`config.mk`:
```
export PLATFORM = sky130hd
export DESIGN_NAME = panel_mem_engine
export DESIGN_NICKNAME = d
export VERILOG_FILES = /design/src/rtl/panel_mem_engine.sv
export SDC_FILE = /design/constraint.sdc
export NUM_CORES = 1
export LEC_CHECK = 0
export ABC_AREA = 1
export ABC_CLOCK_PERIOD_IN_PS = 2500
export BUFFER_PORTS_ARGS = -buffer_cell sky130_fd_sc_hd__buf_2
export CAP_MARGIN = 20
export CORE_MARGIN = 1.5
export CORE_UTILIZATION = 48
export DETAILED_ROUTE_END_ITERATION = 16
export PLACE_DENSITY_LB_ADDON = 0.08
export SLEW_MARGIN = 20
export SYNTH_ARGS = -nofsm -noshare
export SYNTH_HDL_FRONTEND = slang
export SYNTH_SLANG_ARGS = --single-unit
```
`constraint.sdc`:
```
create_clock -name clk -period 2.5 [get_ports clk]
set_clock_uncertainty 0.2 [all_clocks]
set_input_delay 0.375 -clock clk [delete_from_list [all_inputs] [get_ports clk]]
set_output_delay 0.375 -clock clk [all_outputs]
set_load 0.005 [all_outputs]
```
`src/rtl/panel_mem_engine.sv`:
```
module panel_mem_engine #(
  parameter int AW = 16,
  parameter int DW = 8,
  parameter logic [7:0] SENSE_PORT = 8'hFF
) (
  input  logic          clk,
  input  logic          rst_n,
  input  logic [AW-1:0] sw,
  input  logic          panel_en,
  input  logic          cmd_exam,
  input  logic          cmd_exam_next,
  input  logic          cmd_dep,
  input  logic          cmd_dep_next,
  input  logic          cmd_acc_load,
  input  logic          cmd_acc_show,
  input  logic          blk_protect,
  output logic [AW-1:0] mem_addr,
  output logic [DW-1:0] mem_wdata,
  output logic          mem_we,
  input  logic [DW-1:0] mem_rdata,
  input  logic          io_rd,
  input  logic [7:0]    io_port,
  output logic [DW-1:0] io_data,
  output logic [AW-1:0] addr_disp,
  output logic [DW-1:0] data_disp,
  output logic          busy
);
  typedef enum logic [1:0] {S_IDLE, S_WR, S_RD, S_CAP} st_t;
  st_t st;
  logic [AW-1:0] addr_q;
  logic [DW-1:0] wdata_q, data_q, acc_q;

  wire take = panel_en && (st == S_IDLE);

  always_ff @(posedge clk) begin
    if (!rst_n) begin
      st <= S_IDLE;
      addr_q <= '0;
      wdata_q <= '0;
      data_q <= '0;
      acc_q <= '0;
    end else begin
      case (st)
        S_IDLE: if (take) begin
          if (cmd_exam) begin
            addr_q <= sw;
            st <= S_RD;
          end else if (cmd_exam_next) begin
            addr_q <= addr_q + 1'b1;
            st <= S_RD;
          end else if (cmd_dep) begin
            wdata_q <= sw[DW-1:0];
            st <= S_WR;
          end else if (cmd_dep_next) begin
            addr_q <= addr_q + 1'b1;
            wdata_q <= sw[DW-1:0];
            st <= S_WR;
          end else if (cmd_acc_load) begin
            acc_q <= sw[DW-1:0];
          end else if (cmd_acc_show) begin
            data_q <= acc_q;
          end
        end
        S_WR: st <= S_RD;
        S_RD: st <= S_CAP;
        default: begin
          data_q <= mem_rdata;
          st <= S_IDLE;
        end
      endcase
    end
  end

  assign mem_addr  = addr_q;
  assign mem_wdata = wdata_q;
  assign mem_we    = (st == S_WR) && !blk_protect;
  assign addr_disp = addr_q;
  assign data_disp = data_q;
  assign busy      = (st != S_IDLE);
  assign io_data   = (io_rd && io_port == SENSE_PORT) ? sw[AW-1:AW-DW] : '0;

  assert_no_write_protected_R6: assert property (@(posedge clk) disable iff (!rst_n)
    blk_protect |-> !mem_we);
  assert_write_only_busy_R4: assert property (@(posedge clk) disable iff (!rst_n)
    mem_we |-> busy);
  assert_drop_when_busy_R11: assert property (@(posedge clk) disable iff (!rst_n)
    busy |=> $stable(addr_disp));
  assert_ignore_disabled_R9: assert property (@(posedge clk) disable iff (!rst_n)
    (!panel_en && !busy) |=> ($stable(addr_disp) && !busy));
  assert_wrap_R10: assert property (@(posedge clk) disable iff (!rst_n)
    (panel_en && !busy && !cmd_exam && cmd_exam_next && addr_disp == '1) |=> addr_disp == '0);
  assert_exam_loads_R2: assert property (@(posedge clk) disable iff (!rst_n)
    (panel_en && !busy && cmd_exam) |=> (busy && addr_disp == $past(sw)));
endmodule

```
* Word level (Yosys, flattened, before mapping) *
Cells that the tools add are included.

cells by class
  add/subtract/negate cells = 1
  multiply operators = 0
  divide/modulo/power cells = 0
  magnitude comparators = 0
  equal/unequal tests = 12
  shift operators = 0
  multiplexer cells = 21
  bitwise gates (word level) = 5
  reduce and logical (&&, ||, !) cells = 14

operator list
  cell                     number
  $mux W8                  10
  $mux W16                 4
  $add A16 B1 Y16 const B  1
  $pmux W8 S2              1
  $ne A2 B2 Y1 const B     7
  $mux W2                  5
  $eq A8 B8 Y1 const B     1
  $reduce_and A8 Y1        1
  $reduce_and A7 Y1        1
  $pmux W2 S3              1
  $ne A5 B5 Y1 const B     1
  $not A1 Y1               5
  $reduce_and A5 Y1        1
  $reduce_and A4 Y1        1
  $reduce_bool A2 Y1       2
  $logic_and A1 B1 Y1      3
  $ne A3 B3 Y1 const B     1
  $reduce_bool A3 Y1       1
  $eq A2 B1 Y1 const B     1
  $eq A2 B2 Y1 const B     1
  $logic_not A2 Y1         1
  $reduce_and A2 Y1        1
  $reduce_or A2 Y1         1
  $logic_not A1 Y1         1

word-level totals
  register bits = 42
  latch bits = 0
  memory bits (writable) = 0
  ROM bits = 0
  input port bits = 43
  output and inout bits = 58
  memories kept = 0

* Depth between registers and ports, before layout *
Gate-level depths: netlist (run 1).

  word-level depth = 8
  depth in mapped cells = 10

* Worst setup path after synthesis (run 1) *
OpenSTA, ideal clock, no wires.

  path kind = register to register
  start point = register st[0]
  end point = register data_q[6] (netlist: data_disp[6])
  library setup time = 0.113 ns
  arrival time = 1.443 ns
  required time = 2.187 ns
  path slack = 0.745 ns
  stages on the path, launching flop included = 11
  buffers on the path = 2
  clock period less this slack = 1.755 ns
  cell sequence = dfxtp_1 inv_1 ha_1 inv_2 buf_4 a21oi_2 nor3_4 buf_6 nand3_1 nand2_1 nor2_1

on the way
  word-level cells in the longest chain between the ends = 4
  elaborated cells between the ends (all ways) = 15
  those cells by class = eq/ne (9); mux (1); bitwise (1); reduce/logical (4)

ends and longest elaborated chain
  element                                                         line    text
  start, declared                                                 29      st_t st;
  start signal, assigned                                          37      st <= S_IDLE;
  start signal, assigned                                          47      st <= S_RD;
  start signal, assigned                                          50      st <= S_RD;
  $logic_not A2 Y1, or another cell as far along                  33, 43
  $logic_and A1 B1 Y1 / $reduce_or A2 Y1 (equally long branches)  --
  $ne A2 B2 Y1 (no line) / $not A1 Y1 (equally long branches)     --
  $reduce_and A8 Y1 (no line)                                     --
  end signal, assigned                                            61      data_q <= acc_q;
  end signal, assigned                                            67      data_q <= mem_rdata;
  end, declared                                                   31      logic [DW-1:0] wdata_q, data_q, acc_q;

Several ways; a longest one is shown, not always the timed one.
A chain may end at the register's enable or synchronous reset.

* Final worst setup path (run 1) *
  start point = register st[1]
  end point = register data_q[4] (netlist: data_disp[4])

The elaborated chain is that of the path after synthesis.

==> impl_metrics.env, run 1 <==
export IMPL_setup_ws_ns=0.369
export IMPL_crit_required_ns=2.50
export IMPL_antenna_found_initial=0
export IMPL_critPathMaxStageDelay_ns=0.48
export IMPL_cts_hold_fix_buffers=0
export IMPL_htreeDepth=2
export IMPL_ys_seq_area_share_pct=34.3
export IMPL_tightest_slew_ns=0.549
export IMPL_start_kind="flop"
export IMPL_ys_warn_count=0
export IMPL_finalHoldViolCount=0
export IMPL_port_buffers=100
export IMPL_slew_headroom_pct=63.3
export IMPL_power_w=0.00226
export IMPL_synth_top_family_by_area="simple AND/OR/NAND/NOR gates"
export IMPL_route_detailed_drc=0
export IMPL_cts_root_buffer="clkbuf_8"
export IMPL_clock_latency_ns=0.30
export IMPL_n_fill_cell=526
export IMPL_setup_tns_ns=0
export IMPL_via_per_inst=5.01
export IMPL_p_leak_nw=1.47
export IMPL_diodes=0
export IMPL_io_pin_count=101
export IMPL_cp_cell_sequence="inv_1 > ha_1 > inv_2 > nor2_2 > nor3_4 > nand3_1 > nand2_1 > nor2_1"
export IMPL_placed_area_mm2=0.00283
export IMPL_placed_cells=516
export IMPL_hp_class="primary input to flop"
export IMPL_synthXorXnorAreaFrac_pct=0
export IMPL_setup_viol=0
export IMPL_status="finished clean"
export IMPL_path_max_fanout=16
export IMPL_yosysTopAreaCell="dfxtp_1"
export IMPL_cts_resized=0
export IMPL_grt_max_degree=32
export IMPL_drt_total_wl_um=6180
export IMPL_fin_crit_sh_pct=85.3
export IMPL_via_count=2627
export IMPL_synth_seq_cells=42
export IMPL_end_kind="flop"
export IMPL_grt_use_total_pct=23.3
export IMPL_synth_most_common_cell="nand2_1"
export IMPL_gp_congestion=0.912
export IMPL_critical_path_class="flop to flop"
export IMPL_die_x_um=74.5
export IMPL_dieArea_mm2=0.00555
export IMPL_min_period_ns=2.13
export IMPL_post_place_ws_ns=0.397
export IMPL_start_util_pct=50.9
export IMPL_synth_edff_count=0
export IMPL_fmax_ghz=0.469
export IMPL_synthMuxAreaShare_pct=0
export IMPL_final_max_slew_viol_count=0
export IMPL_cts_buffers=5
export IMPL_hpwl_um=4630
export IMPL_rsz0062_at_grt="false"
export IMPL_final_nets=503
export IMPL_post_cts_buffers=0
export IMPL_syn_nets=427
export IMPL_drive_above_1_share_pct=26.3
export IMPL_syn2layout_area_growth_pct=18.9
export IMPL_final_cells=524
export IMPL_numClockSinks=42
export IMPL_coreArea_mm2=0.00482
export IMPL_rows=25
export IMPL_drt_iter0_markers=151
export IMPL_peakVddDrop_v=0.000557
export IMPL_clock_path_buffers=2
export IMPL_ys_top_cells_by_area="dfxtp_1 (34%), nand2_1 (13%), nor2_1 (10%), o21ai_0 (6.9%), a21oi_1 (6.1%)"
export IMPL_synth_compound_area_share_pct=16.1
export IMPL_grt_pass1_vias=2246
export IMPL_ys_types=28
export IMPL_power_per_cell_area_mw_per_mm2=774
export IMPL_fin_area_mm2=0.00292
export IMPL_synth_common_cells="nand2_1 (87), nor2_1 (67), dfxtp_1 (42)"
export IMPL_cp_slowest_cell="nor3_4"
export IMPL_clk_pin_slew_ns=0.09
export IMPL_syn_inst=380
export IMPL_synth_top_flop_cell="dfxtp_1"
export IMPL_yosys_area_share_simple_pct=32.5
export IMPL_synthArstFlopShare_pct=0
export IMPL_cap_violations=0
export IMPL_worstPathArrival_ns=2.14
export IMPL_netlist_area_leader_share_pct=34.3
export IMPL_ant_nets=0
export IMPL_post_drt_wl_per_cell_um=11.8
export IMPL_grt_overflow_total=0
export IMPL_cts_tree="done"
export IMPL_fp_dieH_um=74.5
export IMPL_synth_area_per_cell_um2=6.46
export IMPL_syn_cell_area_mm2=0.00245
export IMPL_dr_pass1_iters=4
export IMPL_grt_pass1_wl_um=9940
export IMPL_synth_fa_ha_area_share_pct=2.04
[kinds of logic after synthesis]
| logic type | count (synthesis) |
|---|---|
| DFF | 42 |
| adders and majority gates | 4 |
| and+or+nand+nor | 189 |
| buffers and inverters | 71 |
| AOI/OAI and AO/OA | 74 |
[cells in the final DEF (no fill, tap or decap), types with 2 or more instances in the layout]
cell type	synthesis	layout
a21oi_1	30	30
a21oi_2	2	2
a31oi_1	2	2
buf_2	1	100
buf_4	19	2
clkbuf_8	0	5
dfxtp_1	42	42
ha_1	4	4
inv_1	35	35
inv_2	3	3
nand2_1	87	87
nand3_1	24	24
nand4_1	4	4
nor2_1	67	67
o21ai_0	34	34
o31ai_1	3	3
[area by class of cell]
cell class	instances	area (µm²)	share of cell area, %
sequential	42	841	28.8
timing repair buffer	102	515	17.7
clock inverter	3	21.3	0.729
clock buffer	5	68.8	2.36
inverter	38	143	4.89
tap	67	83.8	2.87
multi-input combinational	267	1240	42.6
[registers in the layout, summed over array words and instances (netlist names)]
register   count
addr_disp     16
st             2
mem_wdata      8
acc_q          8
data_disp      8
[stage by stage]
stage          hold WS (ns)  util [%]
2_1_floorplan         0.254         -
3_3_place_gp          0.261      58.7
3_5_place_dp          0.269      58.7
4_1_cts               0.156      60.5
5_1_grt               0.166      60.5
6_report              0.160      60.5
[critical path, delay by kind of cell, from the launching register on]
| kind | cells | cell delay [ns] |
|---|---|---|
| flip-flops | 1 | 0.39 |
| adder cells (fa/ha/maj) | 1 | 0.29 |
| AND/OR/NAND/NOR | 5 | 0.84 |
| buffers and inverters | 2 | 0.31 |
[path summary, 6_finish.rpt]
path	start	endpoint	slack [ns]	cells past startpoint
worst min-delay path	sw[1]	addr_disp[1]$_SDFFE_PN0P_	0.16	3
worst min register to register	data_disp[2]$_SDFFE_PN0P_	data_disp[2]$_SDFFE_PN0P_	0.28	2
worst max register to register	st[1]$_SDFFE_PN0P_	data_disp[4]$_SDFFE_PN0P_	0.37	8
worst max-delay path	st[1]$_SDFFE_PN0P_	data_disp[4]$_SDFFE_PN0P_	0.37	8
[power by group]
group	total, W	internal [W]	switching [W]
Sequential	0.000917	0.000805	0.000111
Combinational	0.000883	0.000361	0.000522
Clock	0.000456	0.000197	0.000260
[routing by layer]
metal,wire [µm],GRT usage (%),up-vias,share of wire [%]
met1,2990,30.9,1173,48
met3,453,5.56,6,7.3
met2,2680,37.8,99,43
met5,0,0,-,0
li1,-,-,1349,-
met4,61,6.67,0,0.99
(Power assumes the default switching activity.)
==> run 2: changes to the inputs <==
--- a/config.mk
+++ b/config.mk
@@ -5,7 +5,6 @@
 export SDC_FILE = /design/constraint.sdc
 export NUM_CORES = 1
 export LEC_CHECK = 0
-export ABC_AREA = 1
 export ABC_CLOCK_PERIOD_IN_PS = 2500
 export BUFFER_PORTS_ARGS = -buffer_cell sky130_fd_sc_hd__buf_2
 export CAP_MARGIN = 20
==> run 2 against run 1 <==
Effect of this change: largest cell class unchanged; total power decreased by 8.7%; sequential share of layout area decreased by 0.33 points; combinational power decreased by 10%; die area decreased by 2.4%; worst hold slack got worse by 0.0079 ns; clock power decreased by 9.2%; highest routed layer unchanged; sequential power decreased by 7.1%; first-iteration DRC count decreased by 17%; critical path depth decreased by 2; flip-flop and latch count unchanged.
==> impl_metrics.env, run 2 <==
export IMPL_cts_root_buffer="clkbuf_8"
export IMPL_min_period_ns=2.14
export IMPL_synth_top_flop_cell="dfxtp_1"
export IMPL_fin_crit_sh_pct=85.5
export IMPL_cp_slowest_cell="ha_1"
export IMPL_final_max_slew_viol_count=0
export IMPL_synthMuxAreaShare_pct=7.11
export IMPL_drive_above_1_share_pct=31.4
export IMPL_synthArstFlopShare_pct=0
export IMPL_tightest_slew_ns=0.615
export IMPL_n_fill_cell=470
export IMPL_worstPathArrival_ns=2.16
export IMPL_worst_r2r_setup_slack_ns=0.36
export IMPL_whs_path_depth=3
export IMPL_antenna_found_initial=0
export IMPL_hpwl_um=4560
export IMPL_ys_top_cells_by_area="dfxtp_1 (35%), mux2i_1 (7.1%), a21oi_1 (5.6%), o21ai_0 (5.0%), buf_4 (5.0%)"
export IMPL_yosysTopAreaCell="dfxtp_1"
export IMPL_ys_seq_area_share_pct=35.1
export IMPL_clock_path_buffers=2
export IMPL_ff2ff_path_depth=6
export IMPL_numClockSinks=42
export IMPL_diodes=0
export IMPL_largest_reg_flops=16
export IMPL_gp_congestion=0.860
export IMPL_synthXorXnorAreaFrac_pct=0
export IMPL_syn_cell_area_mm2=0.00239
export IMPL_ant_nets=0
export IMPL_fin_util_pct=62.1
export IMPL_die_x_um=73.6
export IMPL_critical_path_class="flop to flop"
export IMPL_fmax_ghz=0.468
export IMPL_hp_class="primary input to flop"
export IMPL_setup_viol=0
export IMPL_status="finished clean"
export IMPL_drt_total_wl_um=6400
export IMPL_htreeDepth=2
export IMPL_timing_rr_start="st[1]$_SDFFE_PN0P_"
export IMPL_synth_top_family_by_area="simple AND/OR/NAND/NOR gates"
export IMPL_post_drt_wl_per_cell_um=14.1
export IMPL_p_leak_nw=1.29
export IMPL_power_w=0.00206
export IMPL_critPathMaxStageDelay_ns=0.46
export IMPL_cap_violations=0
export IMPL_ys_types=44
export IMPL_rsz0062_at_grt="false"
export IMPL_start_util_pct=50.3
export IMPL_layout_cells_most_common="buf_2"
export IMPL_syn_nets=351
export IMPL_setup_tns_ns=0
export IMPL_via_count=2477
export IMPL_netlist_area_leader_share_pct=35.1
export IMPL_syn_inst=304
export IMPL_syn2layout_area_growth_pct=23.3
export IMPL_dr_pass1_iters=4
export IMPL_peakVddDrop_v=0.000351
export IMPL_rows=25
export IMPL_cts_tree="done"
export IMPL_path_buf_inv=1
export IMPL_grt_use_total_pct=23.7
export IMPL_reg2reg_to="acc_q[3]$_SDFFE_PN0P_"
export IMPL_crit_cells=6
export IMPL_synth_compound_area_share_pct=20.8
export IMPL_power_per_cell_area_mw_per_mm2=699
export IMPL_crit_required_ns=2.52
export IMPL_grt_max_degree=51
export IMPL_dieArea_mm2=0.00542
export IMPL_cp_cell_sequence="inv_1 > ha_1 > nand3_1 > nor2_2 > nand2_1 > a21oi_1"
export IMPL_grt_pass1_wl_um=10000
export IMPL_slew_headroom_pct=58.7
export IMPL_fp_dieH_um=73.6
export IMPL_cts_hold_fix_buffers=0
export IMPL_clock_latency_ns=0.29
export IMPL_drt_iter0_markers=125
export IMPL_start_kind="flop"
export IMPL_via_per_inst=5.44
export IMPL_grt_overflow_total=0
export IMPL_finalHoldViolCount=0
export IMPL_synth_edff_count=0
export IMPL_port_buffers=100
export IMPL_route_detailed_drc=0
export IMPL_min_to="acc_q[0]$_SDFFE_PN0P_"
export IMPL_synth_seq_cells=42
export IMPL_cp_startpoint="st[1]$_SDFFE_PN0P_"
export IMPL_path_delay_family="simple AND/OR/NAND/NOR gates"
export IMPL_ys_warn_count=0
export IMPL_layout_common_cells="buf_2 (100), dfxtp_1 (42), a21oi_1 (27)"
export IMPL_clk_pin_slew_ns=0.08
export IMPL_cts_buffers=5
export IMPL_hp_start="sw[0]"
export IMPL_synth_fa_ha_area_share_pct=2.09
export IMPL_synth_area_per_cell_um2=7.87
export IMPL_final_nets=435
export IMPL_yosys_area_share_simple_pct=25.2
export IMPL_io_pin_count=101
export IMPL_coreArea_mm2=0.00475
export IMPL_synth_most_common_cell="dfxtp_1"
export IMPL_grt_pass1_vias=2085
export IMPL_post_cts_buffers=0
export IMPL_synth_common_cells="dfxtp_1 (42), a21oi_1 (27), nand2_1 (25)"
export IMPL_path_max_fanout=16
export IMPL_end_kind="flop"
## run 2: area by class of cell
cell class	count	area, µm²	area share, %
Inverter	11	41.3	1.40
Clock buffer	5	68.8	2.33
Multi-Input combinational cell	217	1320	44.8
Clock inverter	2	10.0	0.339
Tap cell	67	83.8	2.84
Sequential cell	42	841	28.5
Timing Repair Buffer	111	583	19.8
## run 2: logic make-up (layout without fill, tap and decap cells)
logic type	Yosys count	after routing
AND/OR/NAND/NOR	114	114
AO/OA/AOI/OAI	82	82
buffers and inverters	45	129
flip-flops	42	42
multiplexers	17	17
adder cells (fa/ha/maj)	4	4
## run 2: metrics by stage
step / area, µm² / hold WS (ns) / std cells / setup slack [ns]
6_report: 2950 / 0.152 / 455 / 0.362
5_1_grt: 2950 / 0.141 / 455 / 0.114
3_5_place_dp: 2870 / 0.262 / 448 / 0.180
4_1_cts: 2950 / 0.138 / 455 / 0.236
3_3_place_gp: 2870 / 0.257 / 448 / 0.240
2_1_floorplan: 2390 / 0.253 / 304 / 0.377
## run 2: power by group
group | switching [W] | internal, W
logic | 0.000451 | 0.000344
registers | 0.0000966 | 0.000756
clock network | 0.000226 | 0.000188
total | 0.000774 | 0.00129
## run 2: worst min-delay path, delay by kind of cell
family	cells	cell delay [ns]
and+or+nand+nor	1	0.05
buffers and inverters	1	0.11
AOI/OAI and AO/OA	1	0.05
## run 2: repair_timing
item	CTS	global route
endpoints found under the hold margin	0	0
setup endpoints to repair	0	2
resized for setup	0	1
## run 2: worst max-delay path by stage
stage / slack [ns] / to
3_5_place_dp: 0.18 / data_disp[3]$_SDFFE_PN0P_
5_1_grt: 0.11 / acc_q[3]$_SDFFE_PN0P_
6_report: 0.36 / acc_q[3]$_SDFFE_PN0P_
4_1_cts: 0.24 / acc_q[3]$_SDFFE_PN0P_
3_3_place_gp: 0.24 / data_disp[7]$_SDFFE_PN0P_
2_1_floorplan: 0.38 / data_disp[7]$_SDFFE_PN0P_
## run 2: metal layers
layer	GRT usage [%]	vias to the layer above	wire, µm
met5	0	-	0
met4	7.00	0	32
met3	3.29	2	428
met2	36.5	99	3000
met1	34.4	1117	2940
li1	-	1259	-
